File: config.mk
export PLATFORM = sky130hd
export DESIGN_NAME = vdec_ctrl_regs
export DESIGN_NICKNAME = d
export VERILOG_FILES = /design/src/rtl/vdec_i2c_pkg.sv /design/src/rtl/vdec_in_sync.sv /design/src/rtl/vdec_i2c_engine.sv /design/src/rtl/vdec_ctrl_file.sv /design/src/rtl/vdec_ctrl_regs.sv
export SDC_FILE = /design/constraint.sdc
export NUM_CORES = 1
export LEC_CHECK = 0
export ABC_AREA = 1
export BUFFER_PORTS_ARGS = -buffer_cell sky130_fd_sc_hd__buf_4
export CAP_MARGIN = 20
export CELL_PAD_IN_SITES_DETAIL_PLACEMENT = 0
export CELL_PAD_IN_SITES_GLOBAL_PLACEMENT = 1
export CORE_UTILIZATION = 45
export CTS_CLUSTER_SIZE = 14
export DETAILED_ROUTE_END_ITERATION = 12
export PLACE_DENSITY_LB_ADDON = 0.12
export SLEW_MARGIN = 20
export SYNTH_ARGS = -nofsm -noshare
export SYNTH_HDL_FRONTEND = slang
export SYNTH_SLANG_ARGS = --single-unit
File: constraint.sdc
create_clock -name clk_i -period 4.75 [get_ports clk_i]
set_input_delay 0.7125 -clock clk_i [delete_from_list [all_inputs] [get_ports clk_i]]
set_output_delay 0.7125 -clock clk_i [all_outputs]
set_load 0.02 [all_outputs]
File: src/rtl/vdec_i2c_pkg.sv
`timescale 1ns/1ps
package vdec_i2c_pkg;
  localparam int unsigned BYTE_W   = 8;
  localparam int unsigned NUM_REGS = 13;
  localparam int unsigned SUB_W    = 4;

  typedef enum logic [2:0] {ST_IDLE, ST_RX, ST_ACK, ST_TX, ST_TXACK} bus_state_e;
  typedef enum logic [1:0] {PH_ADDR, PH_SUB, PH_DATA} rx_phase_e;

  // field packing of reset values, msb first
  function automatic logic [BYTE_W-1:0] reg_reset(input int unsigned idx);
    case (idx)
      0:  reg_reset = {6'h1F, 1'b0, 1'b1};          // hue, blk_exp_off, yc_sel
      1:  reg_reset = {6'h1F, 1'b0, 1'b0};          // color, mask, canal
      2:  reg_reset = {4'h7, 4'h7};                 // sharp, sub_contrast
      3:  reg_reset = {4'h7, 4'h7};                 // sub_hue, sub_color
      4:  reg_reset = {4'h7, 2'd1, 1'b0, 1'b0};     // trap_adj, afc_gain, trap_en, tot_en
      5:  reg_reset = {5'h0F, 1'b0, 1'b0, 1'b0};    // y_gain, shp_f0, fsc_out, vsync_fast
      6:  reg_reset = {4'h7, 4'h7};                 // u_ped, v_ped
      7:  reg_reset = {4'h7, 4'h7};                 // u2_ped, v2_ped
      8:  reg_reset = {5'h0F, 3'd0};                // y2_gain, dc_ratio
      9:  reg_reset = {5'h0F, 2'd0, 1'b1};          // u2_gain, pre_over, abl_off
      10: reg_reset = {5'h0F, 2'd0, 1'b0};          // v2_gain, abl_centre, abl_low
      11: reg_reset = {2'd0, 2'd0, 2'd0, 2'd0};     // sys_sel, xtal_sel, vfreq_mode, y_delay
      12: reg_reset = {2'd0, 2'd1, 2'd1, 1'b0, 1'b0}; // id_set, bgp_fall, bgp_rise, ext_chroma, spare
      default: reg_reset = '0;
    endcase
  endfunction
endpackage

File: src/rtl/vdec_in_sync.sv
`timescale 1ns/1ps
module vdec_in_sync #(
  parameter int unsigned STAGES = 2,
  parameter int unsigned W      = 2
) (
  input  logic         clk_i,
  input  logic         rst_ni,
  input  logic [W-1:0] d_i,
  output logic [W-1:0] q_o
);
  logic [W-1:0] pipe_q [STAGES];

  always_ff @(posedge clk_i or negedge rst_ni) begin
    if (!rst_ni) begin
      for (int i = 0; i < STAGES; i++) pipe_q[i] <= '1;
    end else begin
      pipe_q[0] <= d_i;
      for (int i = 1; i < STAGES; i++) pipe_q[i] <= pipe_q[i-1];
    end
  end

  assign q_o = pipe_q[STAGES-1];
endmodule

File: src/rtl/vdec_i2c_engine.sv
`timescale 1ns/1ps
module vdec_i2c_engine
  import vdec_i2c_pkg::*;
#(
  parameter logic [BYTE_W-2:0] ADDR_HI = 7'h4D,
  parameter logic [BYTE_W-2:0] ADDR_LO = 7'h4F
) (
  input  logic              clk_i,
  input  logic              rst_ni,
  input  logic              scl_i,
  input  logic              sda_i,
  input  logic              addr_sel_i,
  input  logic [BYTE_W-1:0] status_i,
  output logic              sda_oe_o,
  output logic              sub_ld_o,
  output logic              data_we_o,
  output logic [BYTE_W-1:0] byte_o,
  output logic              idle_o,
  output logic              rx_o,
  output logic              tx_o,
  output logic              start_o,
  output logic [BYTE_W-1:0] stat_o
);
  localparam int unsigned CNT_W = $clog2(BYTE_W + 1);
  localparam logic [CNT_W-1:0] CNT_FULL = CNT_W'(BYTE_W);

  bus_state_e        state_q;
  rx_phase_e         phase_q;
  logic              rd_q, mack_q, scl_q, sda_q;
  logic [CNT_W-1:0]  cnt_q;
  logic [BYTE_W-1:0] sh_q, stat_q;

  logic scl_rise, scl_fall, start_det, stop_det, byte_end, addr_hit;
  logic [BYTE_W-2:0] own_addr;

  assign scl_rise  = scl_i & ~scl_q;
  assign scl_fall  = ~scl_i & scl_q;
  assign start_det = scl_i & scl_q & sda_q & ~sda_i;
  assign stop_det  = scl_i & scl_q & ~sda_q & sda_i;
  assign own_addr  = addr_sel_i ? ADDR_HI : ADDR_LO;
  assign addr_hit  = (sh_q[BYTE_W-1:1] == own_addr);
  assign byte_end  = (state_q == ST_RX) && (cnt_q == CNT_FULL) && scl_fall && !start_det && !stop_det;

  assign sub_ld_o  = byte_end && (phase_q == PH_SUB);
  assign data_we_o = byte_end && (phase_q == PH_DATA);
  assign byte_o    = sh_q;

  always_ff @(posedge clk_i or negedge rst_ni) begin
    if (!rst_ni) begin
      state_q <= ST_IDLE;
      phase_q <= PH_ADDR;
      rd_q    <= 1'b0;
      mack_q  <= 1'b1;
      scl_q   <= 1'b1;
      sda_q   <= 1'b1;
      cnt_q   <= '0;
      sh_q    <= '0;
      stat_q  <= '0;
    end else begin
      scl_q <= scl_i;
      sda_q <= sda_i;
      if (start_det) begin
        state_q <= ST_RX;
        phase_q <= PH_ADDR;
        cnt_q   <= '0;
      end else if (stop_det) begin
        state_q <= ST_IDLE;
      end else begin
        case (state_q)
          ST_RX: begin
            if (scl_rise && cnt_q != CNT_FULL) begin
              sh_q  <= {sh_q[BYTE_W-2:0], sda_i};
              cnt_q <= cnt_q + CNT_W'(1);
            end else if (byte_end) begin
              if (phase_q == PH_ADDR && !addr_hit) begin
                state_q <= ST_IDLE;
              end else begin
                state_q <= ST_ACK;
                if (phase_q == PH_ADDR) begin
                  rd_q <= sh_q[0];
                  if (sh_q[0]) stat_q <= status_i;
                end
              end
            end
          end
          ST_ACK: begin
            if (scl_fall) begin
              cnt_q <= '0;
              if (rd_q) begin
                state_q <= ST_TX;
                sh_q    <= stat_q;
              end else begin
                state_q <= ST_RX;
                phase_q <= (phase_q == PH_ADDR) ? PH_SUB : PH_DATA;
              end
            end
          end
          ST_TX: begin
            if (scl_rise) begin
              cnt_q <= cnt_q + CNT_W'(1);
            end else if (scl_fall) begin
              if (cnt_q == CNT_FULL) state_q <= ST_TXACK;
              else                   sh_q <= {sh_q[BYTE_W-2:0], 1'b0};
            end
          end
          ST_TXACK: begin
            if (scl_rise) begin
              mack_q <= sda_i;
            end else if (scl_fall) begin
              if (!mack_q) begin
                state_q <= ST_TX;
                cnt_q   <= '0;
                stat_q  <= status_i;
                sh_q    <= status_i;
              end else begin
                state_q <= ST_IDLE;
              end
            end
          end
          default: ;
        endcase
      end
    end
  end

  always_comb begin
    case (state_q)
      ST_ACK:  sda_oe_o = 1'b1;
      ST_TX:   sda_oe_o = ~sh_q[BYTE_W-1];
      default: sda_oe_o = 1'b0;
    endcase
  end

  assign idle_o  = (state_q == ST_IDLE);
  assign rx_o    = (state_q == ST_RX);
  assign tx_o    = (state_q == ST_TX);
  assign start_o = start_det;
  assign stat_o  = stat_q;
endmodule

File: src/rtl/vdec_ctrl_file.sv
`timescale 1ns/1ps
module vdec_ctrl_file
  import vdec_i2c_pkg::*;
#(
  parameter int unsigned NREG = NUM_REGS
) (
  input  logic                   clk_i,
  input  logic                   rst_ni,
  input  logic                   sub_ld_i,
  input  logic                   data_we_i,
  input  logic [BYTE_W-1:0]      byte_i,
  output logic [NREG*BYTE_W-1:0] regs_o
);
  logic [SUB_W-1:0] ptr_q;

  always_ff @(posedge clk_i or negedge rst_ni) begin
    if (!rst_ni)        ptr_q <= '0;
    else if (sub_ld_i)  ptr_q <= byte_i[SUB_W-1:0];
    else if (data_we_i) ptr_q <= ptr_q + SUB_W'(1);
  end

  for (genvar k = 0; k < NREG; k++) begin : g_reg
    logic [BYTE_W-1:0] q;
    always_ff @(posedge clk_i or negedge rst_ni) begin
      if (!rst_ni)                                q <= reg_reset(k);
      else if (data_we_i && ptr_q == SUB_W'(k))   q <= byte_i;
    end
    assign regs_o[k*BYTE_W +: BYTE_W] = q;
  end
endmodule

File: src/rtl/vdec_ctrl_regs.sv
`timescale 1ns/1ps
module vdec_ctrl_regs
  import vdec_i2c_pkg::*;
#(
  parameter int unsigned     NREG        = NUM_REGS,
  parameter int unsigned     SYNC_STAGES = 2,
  parameter logic [6:0]      ADDR_HI     = 7'h4D,
  parameter logic [6:0]      ADDR_LO     = 7'h4F
) (
  input  logic                   clk_i,
  input  logic                   rst_ni,
  input  logic                   scl_i,
  input  logic                   sda_i,
  output logic                   sda_oe_o,
  input  logic                   addr_sel_i,
  input  logic                   hlock_i,
  input  logic                   killer_i,
  input  logic                   pal_i,
  input  logic                   field50_i,
  input  logic                   secam_i,
  input  logic                   fsc443_i,
  output logic [NREG*BYTE_W-1:0] ctrl_o
);
  logic              scl_s, sda_s;
  logic              sub_ld, data_we, fsm_idle, fsm_rx, fsm_tx, start_det;
  logic [BYTE_W-1:0] rx_byte, stat_q, status;

  assign status = {hlock_i, killer_i, pal_i, field50_i, secam_i, fsc443_i, 2'b00};

  vdec_in_sync #(.STAGES(SYNC_STAGES), .W(2)) u_sync (
    .clk_i  (clk_i),
    .rst_ni (rst_ni),
    .d_i    ({scl_i, sda_i}),
    .q_o    ({scl_s, sda_s})
  );

  vdec_i2c_engine #(.ADDR_HI(ADDR_HI), .ADDR_LO(ADDR_LO)) u_eng (
    .clk_i      (clk_i),
    .rst_ni     (rst_ni),
    .scl_i      (scl_s),
    .sda_i      (sda_s),
    .addr_sel_i (addr_sel_i),
    .status_i   (status),
    .sda_oe_o   (sda_oe_o),
    .sub_ld_o   (sub_ld),
    .data_we_o  (data_we),
    .byte_o     (rx_byte),
    .idle_o     (fsm_idle),
    .rx_o       (fsm_rx),
    .tx_o       (fsm_tx),
    .start_o    (start_det),
    .stat_o     (stat_q)
  );

  vdec_ctrl_file #(.NREG(NREG)) u_file (
    .clk_i     (clk_i),
    .rst_ni    (rst_ni),
    .sub_ld_i  (sub_ld),
    .data_we_i (data_we),
    .byte_i    (rx_byte),
    .regs_o    (ctrl_o)
  );
endmodule

==> impl_metrics.toml <==
[status]
status = "finished, final reports clean"

[logic_synthesis]
syn-cell-area_mm2 = 0.00605
async_reset_ff_share_pct = 100
syn_inst = 648
synth_enable_flop_cells = 0
yosys_warnings = 0
syn_nets = 665
synth_ff_type = "dfrtp_1"
ys_seq_area_share_pct = 58.9
synth.ff_latch_count = 139
distinct_cell_type_count_after_synthesis = 29
postSynthAreaPerCell_um2 = 9.33

[final_layout]
area_growth_syn_to_layout_pct = 24.4
area_of_the_multi_input_gates_mm2 = 0.00214
register_area_mm2 = 0.00356
antenna_cells = 0
fillCellCount = 1167
fraction_of_layout_instances_using_a_drive_strength_above_1_pct = 30.7
design.final.nets = 777
mostFrequentLayoutCells = "nand2_1, buf_4, dfrtp_1"
instances_no_fill = 944
mostFrequentLayoutCell = "nand2_1"

[worst_setup_path]
cpPeakStageDelay_ns = 0.52
critPathRequiredTime_ns = 5.07
critPathCaptureType = "flop"
critical-path-top-delay-family = "simple AND/OR/NAND/NOR gates"
path_cells = "inv_1, ha_1, nand2_1, nor2_1, nand3_2, nor3_4, buf_8, nand2_1, o21ai_0"
cp_common_cell = "nand2_1"
critical_path_arrival_ns = 2.78
worst_setup_start_kind = "flop"
path_class = "reg -> reg"
combined_buffer_and_inverter_count_along_the_critical_path = 2
crit_slowest_cell = "nor3_4"
cp_max_fo = 16

[route]
avgRoutedWirePerCell_um = 15.2
drt-vias-per-instance = 5.05
postRouteWirelength_um = 14300
dr.first_iter.drc_count = 403
drt_first_pass_iters = 4
vias = 4768
drtAntennaViolNets = 0
drcViolationCount = 0

[timing]
unrepaired_setup_endpoints_after_global_routing = "no"
finalClockSkew_ns = 0.00703
max_slew_margin_pct = 43.1
finalSetupViolations = 0
finalCritPeriodShare_pct = 52.0
setup_tns_final_ns = 0
postLayoutSetupSlackWorst_ns = 2.28
maxClockFrequency_mhz = 405
timing.final.hold_violations = 0
worst-slew-pin-transition_ns = 0.854
report.final.slew_viol_count = 0
finalWorstPathRequiredPeriod_ns = 2.47

[die]
core_area_mm2 = 0.0129
floorplan.die.width_um = 118
die_y_um = 118
design.portCount = 116
fp-row-count = 41
initial_utilization_pct = 47.0
design.die.area_mm2 = 0.0139

[clock_tree]
post_cts_resize_count = 0
cts_tree = "done"
ctsHtreeMaxLevel = 4
clock_tree.buffer_depth = 2
postCtsHoldBufs = 0
clock_transition_at_the_registers_of_the_reported_paths_ns = 0.05
tritoncts_buffer_count = 17
clk_latency_ns = 0.41
clock-sinks = 139
cts.repair_timing.setup_buffer_count = 0
clock_root_buffer = "clkbuf_16"

[power_and_ir_drop]
total_leakage_power_nw = 3.64
power.ir.vdd_worst_mv = 0.182
power.density_mw_per_mm2 = 399

[global_routing]
grt_pass1_vias = 4494
grt_max_degree = 72
grt_remaining_overflow = 0
gr-usage-all-layers_pct = 21.7
grt_antenna_before_repair = 0
grt_first_pass_wirelength_um = 23500

[placed_design]
post-place-cells = 912
gpl.final_weighted_congestion = 0.822
place.detailed.hpwl_um = 9570
placement.setup.worst_slack_ns = 1.80
placement.io_buffers = 115

[flow_run]
maxcap_viol_count = 0

[worst_hold_path]
holdCritPathClass = "reg -> reg"
## worst reg2reg max path, cell delays in order (launching register included)
cell and delay [ns]:
dfrtp_1 0.42, inv_1 0.08, ha_1 0.16, nand2_1 0.05
nor2_1 0.20, nand3_2 0.18, nor3_4 0.52, buf_8 0.24
nand2_1 0.26, o21ai_0 0.27
## Yosys cell counts (all sizes together) (4+ instances only)
| cell | instances | area share, % |
|---|---|---|
| clkbuf | 10 | 0.62 |
| nor3 | 4 | 0.60 |
| buf | 14 | 2.4 |
| inv | 43 | 2.7 |
| ha | 6 | 1.2 |
| o21ai | 106 | 9.6 |
| nor2 | 35 | 2.3 |
| dfstp | 65 | 28 |
| o211ai | 7 | 0.87 |
| nand3 | 35 | 3.0 |
| nand2 | 222 | 15 |
| dfrtp | 74 | 31 |
| a21oi | 7 | 0.58 |
| nand4 | 10 | 1.0 |
## layer usage
layer	up-vias	share of wire (%)	GRT usage, %
li1	2340	-	-
met1	2292	45	28.5
met2	122	50	35.5
met3	14	4.3	5.18
met4	0	1.1	6.89
met5	-	0	0
## cells by family (layout without fill, tap and decap cells)
| kind of cell | Yosys count | count (layout) | synth area share, % |
|---|---|---|---|
| flops | 139 | 139 | 58.9 |
| xor+xnor | 3 | 3 | 0.435 |
| compound gates | 124 | 124 | 11.5 |
| fa+ha+maj | 6 | 6 | 1.24 |
| buf+inv | 67 | 191 | 5.73 |
| simple gates | 309 | 309 | 22.2 |
## state kept, by name, indices dropped and copies added, names as in the netlist
register / count
u_eng.rd_q: 1
u_eng.scl_q: 1
u_eng.state_q: 3
u_eng.phase_q: 2
u_eng.cnt_q: 4
u_eng.byte_o: 8
u_sync.q_o: 2
u_eng.mack_q: 1
u_file.g.q: 104
u_eng.stat_o: 6
u_eng.sda_q: 1
u_file.ptr_q: 4
u_sync.pipe_q: 2
## cell type report
class / count / share of cell area, %
Inverter: 43 / 2.14
Sequential cell: 139 / 47.3
Multi-Input combinational cell: 442 / 28.5
Timing Repair Buffer: 117 / 11.9
Clock inverter: 2 / 0.499
Clock buffer: 29 / 6.78
Tap cell: 172 / 2.86
## final timing paths
kind                             startpoint               endpoint  slack (ns)  cells after the start
setup / recovery             u_eng.cnt_q[0]   u_file.g_reg[6].q[4]        2.28                      9
hold / removal             u_sync.pipe_q[2]          u_sync.q_o[0]        0.35                      0
setup reg to reg             u_eng.cnt_q[0]   u_file.g_reg[6].q[4]        2.28                      9
hold reg to reg            u_sync.pipe_q[2]          u_sync.q_o[0]        0.35                      0
max in group asynchronous            rst_ni  u_file.g_reg[12].q[4]        3.44                      2
min in group asynchronous            rst_ni   u_file.g_reg[9].q[2]        0.40                      1
## per-stage QoR
step                      hold WS, ns  power, W  utilization [%]  instance area, µm²
after floorplan                 0.345   0.00163                -                6050
after global placement          0.346   0.00180             54.1                6960
after detailed placement        0.347   0.00180             54.1                6960
after CTS                       0.355   0.00303             58.3                7510
after global routing            0.357   0.00315             58.4                7520
final                           0.353   0.00300             58.4                7520
## power breakdown
group / total, W / leakage (nW) / switching (W) / internal (W)
logic: 0.000452 / 1.69 / 0.000345 / 0.000107
clock network: 0.00122 / 0.262 / 0.000449 / 0.000774
registers: 0.00132 / 1.68 / 0.0000607 / 0.00126
No activity file was read; power rests on OpenSTA's default activity.
